File: config.mk
export PLATFORM = sky130hd
export DESIGN_NAME = lin_mode_ctrl
export DESIGN_NICKNAME = d
export VERILOG_FILES = /design/src/rtl/lin_mode_pkg.sv /design/src/rtl/lin_sync.sv /design/src/rtl/lin_wake_filter.sv /design/src/rtl/lin_mode_fsm.sv /design/src/rtl/lin_mode_ctrl.sv
export SDC_FILE = /design/constraint.sdc
export NUM_CORES = 1
export LEC_CHECK = 0
export BUFFER_PORTS_ARGS = -buffer_cell sky130_fd_sc_hd__buf_2
export CAP_MARGIN = 20
export CORE_UTILIZATION = 40
export CTS_BUF_LIST = sky130_fd_sc_hd__clkbuf_8 sky130_fd_sc_hd__clkbuf_16
export CTS_CLUSTER_DIAMETER = 120
export DETAILED_ROUTE_END_ITERATION = 8
export PLACE_DENSITY = 0.61
export SYNTH_ARGS = -nofsm -noshare
export SYNTH_HDL_FRONTEND = slang
export SYNTH_SLANG_ARGS = --single-unit
File: constraint.sdc
create_clock -name clk_i -period 1.66 [get_ports clk_i]
set_input_delay 0.332 -clock clk_i [delete_from_list [all_inputs] [get_ports clk_i]]
set_output_delay 0.332 -clock clk_i [all_outputs]
set_load 0.02 [all_outputs]
File: src/rtl/lin_mode_pkg.sv
package lin_mode_pkg;
  typedef enum logic [1:0] {
    MODE_OFF   = 2'b00,
    MODE_SLEEP = 2'b01,
    MODE_STBY  = 2'b10,
    MODE_NORM  = 2'b11
  } lin_mode_e;
endpackage

File: src/rtl/lin_sync.sv
module lin_sync #(
  parameter int             W       = 1,
  parameter logic [W-1:0]   RST_VAL = '0
) (
  input  logic         clk_i,
  input  logic         rst_ni,
  input  logic [W-1:0] d_i,
  output logic [W-1:0] q_o
);
  for (genvar i = 0; i < W; i++) begin : g_bit
    logic s1_q, s2_q;
    always_ff @(posedge clk_i or negedge rst_ni) begin
      if (!rst_ni) begin
        s1_q <= RST_VAL[i];
        s2_q <= RST_VAL[i];
      end else begin
        s1_q <= d_i[i];
        s2_q <= s1_q;
      end
    end
    assign q_o[i] = s2_q;
  end
endmodule

File: src/rtl/lin_wake_filter.sv
module lin_wake_filter #(
  parameter int THRESH       = 4,
  parameter bit NEED_RELEASE = 1'b0,
  parameter bit NEED_ARM     = 1'b0
) (
  input  logic clk_i,
  input  logic rst_ni,
  input  logic en_i,
  input  logic active_i,
  output logic wake_o
);
  localparam int CW = $clog2(THRESH + 1);

  logic [CW-1:0] cnt_q;
  logic          hit;
  logic          armed;

  assign hit = (cnt_q == CW'(THRESH));

  if (NEED_ARM) begin : g_arm
    logic armed_q;
    always_ff @(posedge clk_i or negedge rst_ni) begin
      if (!rst_ni)        armed_q <= 1'b0;
      else if (!en_i)     armed_q <= 1'b0;
      else if (!active_i) armed_q <= 1'b1;
    end
    assign armed = armed_q;
  end else begin : g_noarm
    assign armed = 1'b1;
  end

  always_ff @(posedge clk_i or negedge rst_ni) begin
    if (!rst_ni)                  cnt_q <= '0;
    else if (!en_i || !active_i)  cnt_q <= '0;
    else if (armed && !hit)       cnt_q <= cnt_q + 1'b1;
  end

  if (NEED_RELEASE) begin : g_rel
    assign wake_o = en_i & hit & ~active_i;
  end else begin : g_lvl
    assign wake_o = en_i & hit & active_i;
  end


  wake_after_active_chk: assert property (@(posedge clk_i) disable iff (!rst_ni)
    wake_o |-> $past(active_i));
endmodule

File: src/rtl/lin_mode_fsm.sv
module lin_mode_fsm
  import lin_mode_pkg::*;
(
  input  logic      clk_i,
  input  logic      rst_ni,
  input  logic      supply_ok_i,
  input  logic      en_i,
  input  logic      wake_i,
  output lin_mode_e mode_o
);
  lin_mode_e state_q, state_d;

  always_comb begin
    state_d = state_q;
    if (!supply_ok_i) state_d = MODE_OFF;
    else begin
      unique case (state_q)
        MODE_OFF:   state_d = en_i ? MODE_NORM : MODE_SLEEP;
        MODE_SLEEP: if (en_i) state_d = MODE_NORM;
                    else if (wake_i) state_d = MODE_STBY;
        MODE_STBY:  if (en_i) state_d = MODE_NORM;
        MODE_NORM:  if (!en_i) state_d = MODE_SLEEP;
        default:    state_d = MODE_OFF;
      endcase
    end
  end

  always_ff @(posedge clk_i or negedge rst_ni) begin
    if (!rst_ni) state_q <= MODE_OFF;
    else         state_q <= state_d;
  end

  assign mode_o = state_q;


  drop_to_off_chk: assert property (@(posedge clk_i) disable iff (!rst_ni)
    !supply_ok_i |=> state_q == MODE_OFF);

  stby_to_norm_chk: assert property (@(posedge clk_i) disable iff (!rst_ni)
    (state_q == MODE_STBY && en_i && supply_ok_i) |=> state_q == MODE_NORM);

  norm_to_sleep_chk: assert property (@(posedge clk_i) disable iff (!rst_ni)
    (state_q == MODE_NORM && !en_i && supply_ok_i) |=> state_q == MODE_SLEEP);

  no_spurious_wake_chk: assert property (@(posedge clk_i) disable iff (!rst_ni)
    (state_q == MODE_SLEEP && !wake_i && !en_i) |=> state_q != MODE_STBY);
endmodule

File: src/rtl/lin_mode_ctrl.sv
module lin_mode_ctrl
  import lin_mode_pkg::*;
#(
  parameter int LOCAL_FILT = 2000,
  parameter int BUS_FILT   = 2000
) (
  input  logic       clk_i,
  input  logic       rst_ni,
  input  logic       supply_ok_i,
  input  logic       en_i,
  input  logic       wake_ni,
  input  logic       bus_i,
  input  logic       txd_i,
  output logic       tx_en_o,
  output logic       drv_dom_o,
  output logic       rxd_o,
  output logic       rxd_oe_o,
  output logic       inh_o,
  output logic       term_strong_o,
  output logic       term_weak_o,
  output logic [1:0] mode_o
);
  logic [2:0] sync_q;
  logic       en_s, wake_n_s, bus_s;
  logic       loc_wake, bus_wake, in_sleep;
  lin_mode_e  mode;

  lin_sync #(.W(3), .RST_VAL(3'b011)) u_sync (
    .clk_i (clk_i),
    .rst_ni(rst_ni),
    .d_i   ({en_i, wake_ni, bus_i}),
    .q_o   (sync_q)
  );
  assign {en_s, wake_n_s, bus_s} = sync_q;

  assign in_sleep = (mode == MODE_SLEEP);

  lin_wake_filter #(.THRESH(LOCAL_FILT), .NEED_RELEASE(1'b0), .NEED_ARM(1'b0)) u_loc_filt (
    .clk_i   (clk_i),
    .rst_ni  (rst_ni),
    .en_i    (in_sleep),
    .active_i(~wake_n_s),
    .wake_o  (loc_wake)
  );

  lin_wake_filter #(.THRESH(BUS_FILT), .NEED_RELEASE(1'b1), .NEED_ARM(1'b1)) u_bus_filt (
    .clk_i   (clk_i),
    .rst_ni  (rst_ni),
    .en_i    (in_sleep),
    .active_i(~bus_s),
    .wake_o  (bus_wake)
  );

  lin_mode_fsm u_fsm (
    .clk_i      (clk_i),
    .rst_ni     (rst_ni),
    .supply_ok_i(supply_ok_i),
    .en_i       (en_s),
    .wake_i     (loc_wake | bus_wake),
    .mode_o     (mode)
  );

  logic awake;
  assign awake         = (mode == MODE_STBY) || (mode == MODE_NORM);
  assign tx_en_o       = (mode == MODE_NORM);
  assign drv_dom_o     = tx_en_o & ~txd_i;
  assign rxd_oe_o      = awake;
  assign rxd_o         = (mode == MODE_NORM) ? bus_s : 1'b0;
  assign inh_o         = awake;
  assign term_strong_o = awake;
  assign term_weak_o   = in_sleep;
  assign mode_o        = mode;


  term_excl_chk: assert property (@(posedge clk_i) disable iff (!rst_ni)
    !(term_strong_o && term_weak_o));

  bus_wake_release_chk: assert property (@(posedge clk_i) disable iff (!rst_ni)
    bus_wake |-> bus_s);
endmodule

Yosys cells after proc, flatten, opt, wreduce, memory -nomap -nowiden. Index checks and enable logic that the tools add are counted.

Bits in registers: 31. Input port bits: 7. Output and inout bits: 9. Word-level logic and storage cells: 53.

Add/subtract/negate cells: 2. Equality and inequality tests: 10. Mux-type cells: 14. Bitwise operators: 8. Reduce and logical (&&, ||, !) cells: 9.

Operator list (count): 11-bit two-way mux (4); 11-bit by 1-bit adder with 11-bit output (second input constant) (2); 11-bit equality test (second input constant) (2); 2-bit two-way mux (6); 2-bit case mux with 4 select lines (1); 1-bit bitwise AND (5); 2-bit equality test (second input constant) (2); 2-bit != test (second input constant) (2); 4-bit by 3-bit != test with 1-bit output (second input constant) (1); 1-bit logical OR (3); 1-bit two-way mux (3); 3-bit by 2-bit != test with 1-bit output (second input constant) (1); 3-bit != test (second input constant) (1); 3-bit AND reduction (1); 2-bit by 1-bit equality test with 1-bit output (second input constant) (1); 1-bit zero test (2); 2-bit zero test (1); 1-bit NOT (2); 2-bit nonzero test (1); 1-bit logical AND (1); 1-bit bitwise OR (1).

Logic depth before layout (Yosys ltp).
Depth after elaboration: 8. Mapped depth: 6.

Cells and area by module. A second synthesis with hierarchy kept.

Cell total of the unflattened synthesis: 170. Area, all modules: 1694.1 µm².

By module, submodules not included: lin_wake_filter at u_bus_filt (times used 1, cells each 72, area each 674.4 µm², sequential area each 300.3 µm²); lin_wake_filter at u_loc_filt (times used 1, cells each 62, area each 584.3 µm², sequential area each 275.3 µm²); lin_mode_fsm (times used 1, cells each 17, area each 196.4 µm², sequential area each 50.0 µm²); lin_sync (times used 1, cells each 9, area each 177.7 µm², sequential area each 155.1 µm²); lin_mode_ctrl (times used 1, cells each 10, area each 61.3 µm², sequential area each 0.0 µm²).

Least setup slack after synthesis. Ideal clock, no wire load.

Kind: reg2reg. Start point: register u_fsm.state_q[1] (netlist: u_fsm.mode_o[1]). End point: register u_fsm.state_q[0] (netlist: u_fsm.mode_o[0]). Library setup time: 0.130 ns. Arrival: 1.877 ns. Required time: 1.530 ns. Path slack: -0.347 ns. Cell stages (with the launch flop): 7. Path buffers: 0. Period minus slack after synthesis: 2.007 ns. Cell sequence: dfrtp_1 > inv_1 > ha_1 > a2111oi_0 > nor2_1 > a311oi_1 > nand3_1.

Word-level cells in the longest chain between the ends: 6. Elaborated cells between the ends (all ways): 15. Those cells by class: eq/ne (6); mux (2); bitwise (5); reduce/logical (2).

RTL lines: start, declared (RTL line lin_mode_fsm.sv:11) `lin_mode_e state_q, state_d;`; start signal, assigned (RTL line lin_mode_fsm.sv:30) `else state_q <= state_d;`; 2-bit by 1-bit equality test with 1-bit output * (RTL line lin_mode_ctrl.sv:36) `assign in_sleep = (mode == MODE_SLEEP);`; named net term_weak_o (RTL line lin_mode_ctrl.sv:20) `output logic term_weak_o,`; 1-bit bitwise AND, on equally long branches (2 in a row) (RTL line lin_wake_filter.sv:41, lin_wake_filter.sv:39); 1-bit bitwise OR (RTL line lin_mode_ctrl.sv:59) `.wake_i (loc_wake | bus_wake),`; 4-bit by 3-bit != test with 1-bit output (no source line); 3-bit AND reduction (no source line).

Mark *: on every way through the listed nets, which the timed path passes. The rest lies on a longest branch. A chain may end at the register's enable or synchronous reset.

Worst setup path after layout.
Start point: register u_fsm.state_q[1] (netlist: u_fsm.mode_o[1]). End point: output rxd_oe_o.

Word-level cells in the longest chain between the ends: 2. Elaborated cells between the ends (all ways): 3. Those cells by class: eq/ne (2); reduce/logical (1).

RTL lines: 2-bit equality test (RTL line lin_mode_ctrl.sv:64) `assign awake = (mode == MODE_STBY) || (mode == MODE_NORM);`; 1-bit logical OR * (RTL line lin_mode_ctrl.sv:64); end, declared (RTL line lin_mode_ctrl.sv:17) `output logic rxd_oe_o,`.

Mark *: on every way between the ends. The rest lies on a longest branch, timed or not.

==> impl_summary.md <==
Run status
The flow ran to the end, but the final reports show violations. The final reports fail on setup timing.

Pwr
Of the total power, combinational logic draws ~40%. The total internal power is about 1.7 mW. The net switching fraction of the power is 35.47%.

The static power due to leakage is 0.8890 nW. Registers are responsible for 34.1% of the overall power. The analysis attributes to net switching a power of approximately 0.9 mW. The clock group share of total power is 26.0%. The total power density per cell area is between 1000 and 1500 nW/um^2. VDD sags by at most 0.8317 mV.

GRT
The wire length of the first global-routing pass is 5899 um. The global routing met1 resource utilization is 20.79%. The most heavily used metal layer in global routing is met2.

The number of global-route vias before repair is 1276. The total global routing overflow is 0. The met3 capacity usage during global routing is ~4.7%. The initial antenna violation count is 0. Entering global routing, the biggest net connects 32 pins. Global routing used 18.68% of the available tracks.

The met2 track demand over resource in global routing is 32.14%.

Cells and area
Once layout is complete, the utilization of the core stands at a little under three fifths. Summing all multi-input logic gate instances after layout gives 879.6 sq um. In the final design database the tool counted between 200 and 250 nets. The layout has 325 filler cells. The number of antenna diodes in the final layout is 0. The final cell area excluding filler cells is roughly 2100 sq um. From synthesis to final layout, the design area changed by 28.26%. The post-route netlist has approximately 34% of its cells at a drive strength greater than 1. Across the whole layout, storage elements account for 783.3 sq um.

Timing
In this run the tightest slew margin relative to its limit is between 50 and 60%. The worst path uses 106.8% of the clock period. The number of pins exceeding their max-slew limit in the final report came to 0. Setup violations remaining at the end of the flow were counted as 6.

The number of failing hold endpoints at the final stage is 0. For the pin with the worst max-slew slack, the measured transition is 682.9 ps. Setup repair after global routing could not meet its margin everywhere.

The post-route clock skew is 8.287 ps. After layout, the worst setup slack is -112.9 ps. The maximum clock rate is 0.5640 GHz.

The smallest hold slack is 73.52 ps. The post-route minimum period is ~1800 ps.

CTS
Clock-pin slew was measured on the worst setup and hold paths at 70 ps. The source-to-sink clock delay at the later pin of the worst-skew pair is 290 ps. The longest clock path from root to sink contains 2 buffers. TritonCTS created 5 clock buffers.

The number of sinks on the clock net is 31. The cell sitting at the root of the clock tree is a sky130_fd_sc_hd__clkbuf_8. The clock tree synthesis step divided the H-tree into 2 levels. TritonCTS built the clock tree. In this run, post-CTS hold repair placed 0 buffers.

Run
Across the run, the number of max-cap violations was 0.

Floorplanning
For this configuration, the core starts out at a cell density of between 40 and 50%. The number of rows in the core area is 22. After floorplanning, the core was sized to cover ~3800 sq um. In this run the count of I/O pins placed on the die edge is 16. Measured along the y axis, the die boundary spans 65.65 um. The die span in x is 65.65 um.

The floorplan die area is ~4300 sq um.

Setup path
Across all register-to-register paths, the minimum setup slack is -80 ps. The worst setup path is launched from a flip-flop. The arrival time reported for the critical path endpoint is ~1400 ps. The classification of the worst setup path is flip-flop to primary output.

The critical path endpoint category is a primary output. The beginning of the worst register-to-register path is u_fsm.mode_o[1]. The critical path required time is 1330 ps. Of all nets on the critical path, the largest fanout is 5. In this run the critical register-to-register path is captured at u_fsm.mode_o[0].

The number of cells on the worst reg-to-reg path is 6. In this run the worst setup path terminates at rxd_oe_o. The source of the critical timing path is u_fsm.mode_o[1].

Synthesis
For this run, the number of Yosys warnings is 0. The largest total area in the synthesized netlist belongs to sky130_fd_sc_hd__dfrtp_1. In this run, synthesis inferred 0 flip-flops with an integrated enable. The commonest cells after synthesis are sky130_fd_sc_hd__dfrtp_1 (27), sky130_fd_sc_hd__nor2_1 (25), sky130_fd_sc_hd__xor2_1 (15). The cell count after synthesis came out at 158.

The distinct cell type count of the synthesized netlist is 38. In the post-synthesis netlist, the biggest area contributors are sky130_fd_sc_hd__dfrtp_1 (42%), sky130_fd_sc_hd__xor2_1 (8.1%), sky130_fd_sc_hd__dfstp_2 (6.5%). By instance count, the leading cell after synthesis is sky130_fd_sc_hd__dfrtp_1. The post-synthesis cell area is around 1600 sq um. The share of flip-flops with an asynchronous set or reset is 100.0%. The sequential area share after synthesis is 48.19%. A synthesized cell averages between 10 and 15 sq um. The share of the synthesized area in the top cell type is 41.70%. Counting every net in the synthesized netlist gives 173. After synthesis the netlist holds a flip-flop and latch count of 31. The most used flip-flop cell after synthesis is sky130_fd_sc_hd__dfrtp_1.

Placed design
The number of buffers inserted by port buffering is 15. The final estimated routing congestion in global placement is 0.7462. Summed over all nets, the half-perimeter wirelength after detailed placement is 2472 um. The instance area after placement is 1839 sq um.

Route
The average wire per cell in the routed design is around 15 um. The detailed-route DRC error count is 0. The routed design has between 3000 and 4000 um of wire. Using the TritonRoute via totals, the vias-per-cell ratio works out to 5.393. The total iterations of the first detailed-routing run is 4. The via count of the routed design is 1289. The DRC marker count from the first detailed-route iteration is 57. In this run the remaining antenna-violating nets after routing total 0.

Worst hold path
The min-delay analysis places its worst path in the category input port to async pin.
## kinds of logic (layout without fill, tap and decap cells)
logic type | count (synthesis) | after routing | share of synthesized area (%)
muxes | 3 | 3 | 1.853
buffers and inverters | 12 | 45 | 3.243
DFF | 31 | 31 | 48.19
xor gates and xnor gates | 19 | 19 | 10.27
adders and majority gates | 8 | 8 | 6.178
AOI/OAI and AO/OA | 11 | 11 | 5.482
and+or+nand+nor | 74 | 74 | 24.79
## per-stage QoR
| step | total power, mW | TNS (ps) | setup slack (ps) | cells |
|---|---|---|---|---|
| 2_1_floorplan | 1.430 | -53.22 | -28.81 | 158 |
| 3_3_place_gp | 1.607 | 0 | 8.449 | 228 |
| 3_5_place_dp | 1.646 | -206.0 | -128.8 | 228 |
| 4_1_cts | 2.496 | -557.2 | -109.7 | 239 |
| 5_1_grt | 2.713 | -736.9 | -141.3 | 239 |
| 6_report | 2.595 | -494.2 | -112.9 | 239 |
## flip-flops by register name, indices dropped and copies added (netlist names)
register / cells
u_bus_filt.armed: 1
u_bus_filt.cnt_q: 11
u_fsm.mode_o: 2
u_loc_filt.cnt_q: 11
u_sync.g_bit.s1_q: 3
u_sync.g_bit.s2_q: 3
## power by group through the flow
stage	clock (mW)	sequential, mW	combinational (mW)
floorplan	0	0.910	0.520
global placement	0	0.886	0.722
detailed placement	0	0.889	0.757
CTS	0.691	0.876	0.930
global route	0.718	0.890	1.11
finish	0.675	0.886	1.03
## per-layer routing
layer  part of all wire, %  routed length [um]  vias up
met4                   2.1                  75        0
met2                    51                1818       29
met1                    43                1541      636
li1                      -                   -      617
met3                   3.3                 116        7
met5                     0                   0        -
## worst min-delay path by stage
stage	start	end	slack [ps]
floorplan	rst_ni	u_bus_filt.armed	40
finish	rst_ni	u_bus_filt.cnt_q[0]	70
CTS	rst_ni	u_bus_filt.cnt_q[3]	100
global placement	u_sync.g_bit[2].s1_q	u_sync.g_bit[2].s2_q	340
global route	rst_ni	u_loc_filt.cnt_q[8]	130
detailed placement	u_sync.g_bit[2].s1_q	u_sync.g_bit[2].s2_q	350
## repair_timing
item                                    in CTS  in global routing
buffers inserted                             3                  0
endpoints found under the setup margin       8                 11
gates resized for setup                     13                 16
pin swaps                                    4                  5
## layout by cell type, fill, tap and decap left out, drive strengths merged, types with 2 or more instances in the layout
cell     n
xor2    15
dfrtp   27
dfstp    4
mux2i    3
nor3     3
nor3b    2
clkbuf   7
nor2    25
buf     29
nor2b    2
nand2    7
nand3    6
and3     5
nor4     3
inv      8
xnor2    4
nand4   12
nand2b   2
o31ai    2
ha       8
## critical path, stage by stage, from the launching register on
cell,delay [ps]
sky130_fd_sc_hd__dfrtp_2,470
sky130_fd_sc_hd__ha_4,190
sky130_fd_sc_hd__buf_6,110
sky130_fd_sc_hd__or2_4,240
sky130_fd_sc_hd__buf_6,140
## layout make-up
class                   count  area share [%]
multi-input cells         115           42.32
repair buffers             29           10.66
well taps                  48           2.890
clock inverters             1          0.3612
inverters                   8           1.445
clock buffers               7           4.636
flip-flops and latches     31           37.69
Note: power is estimated with default switching activity, not from simulation.
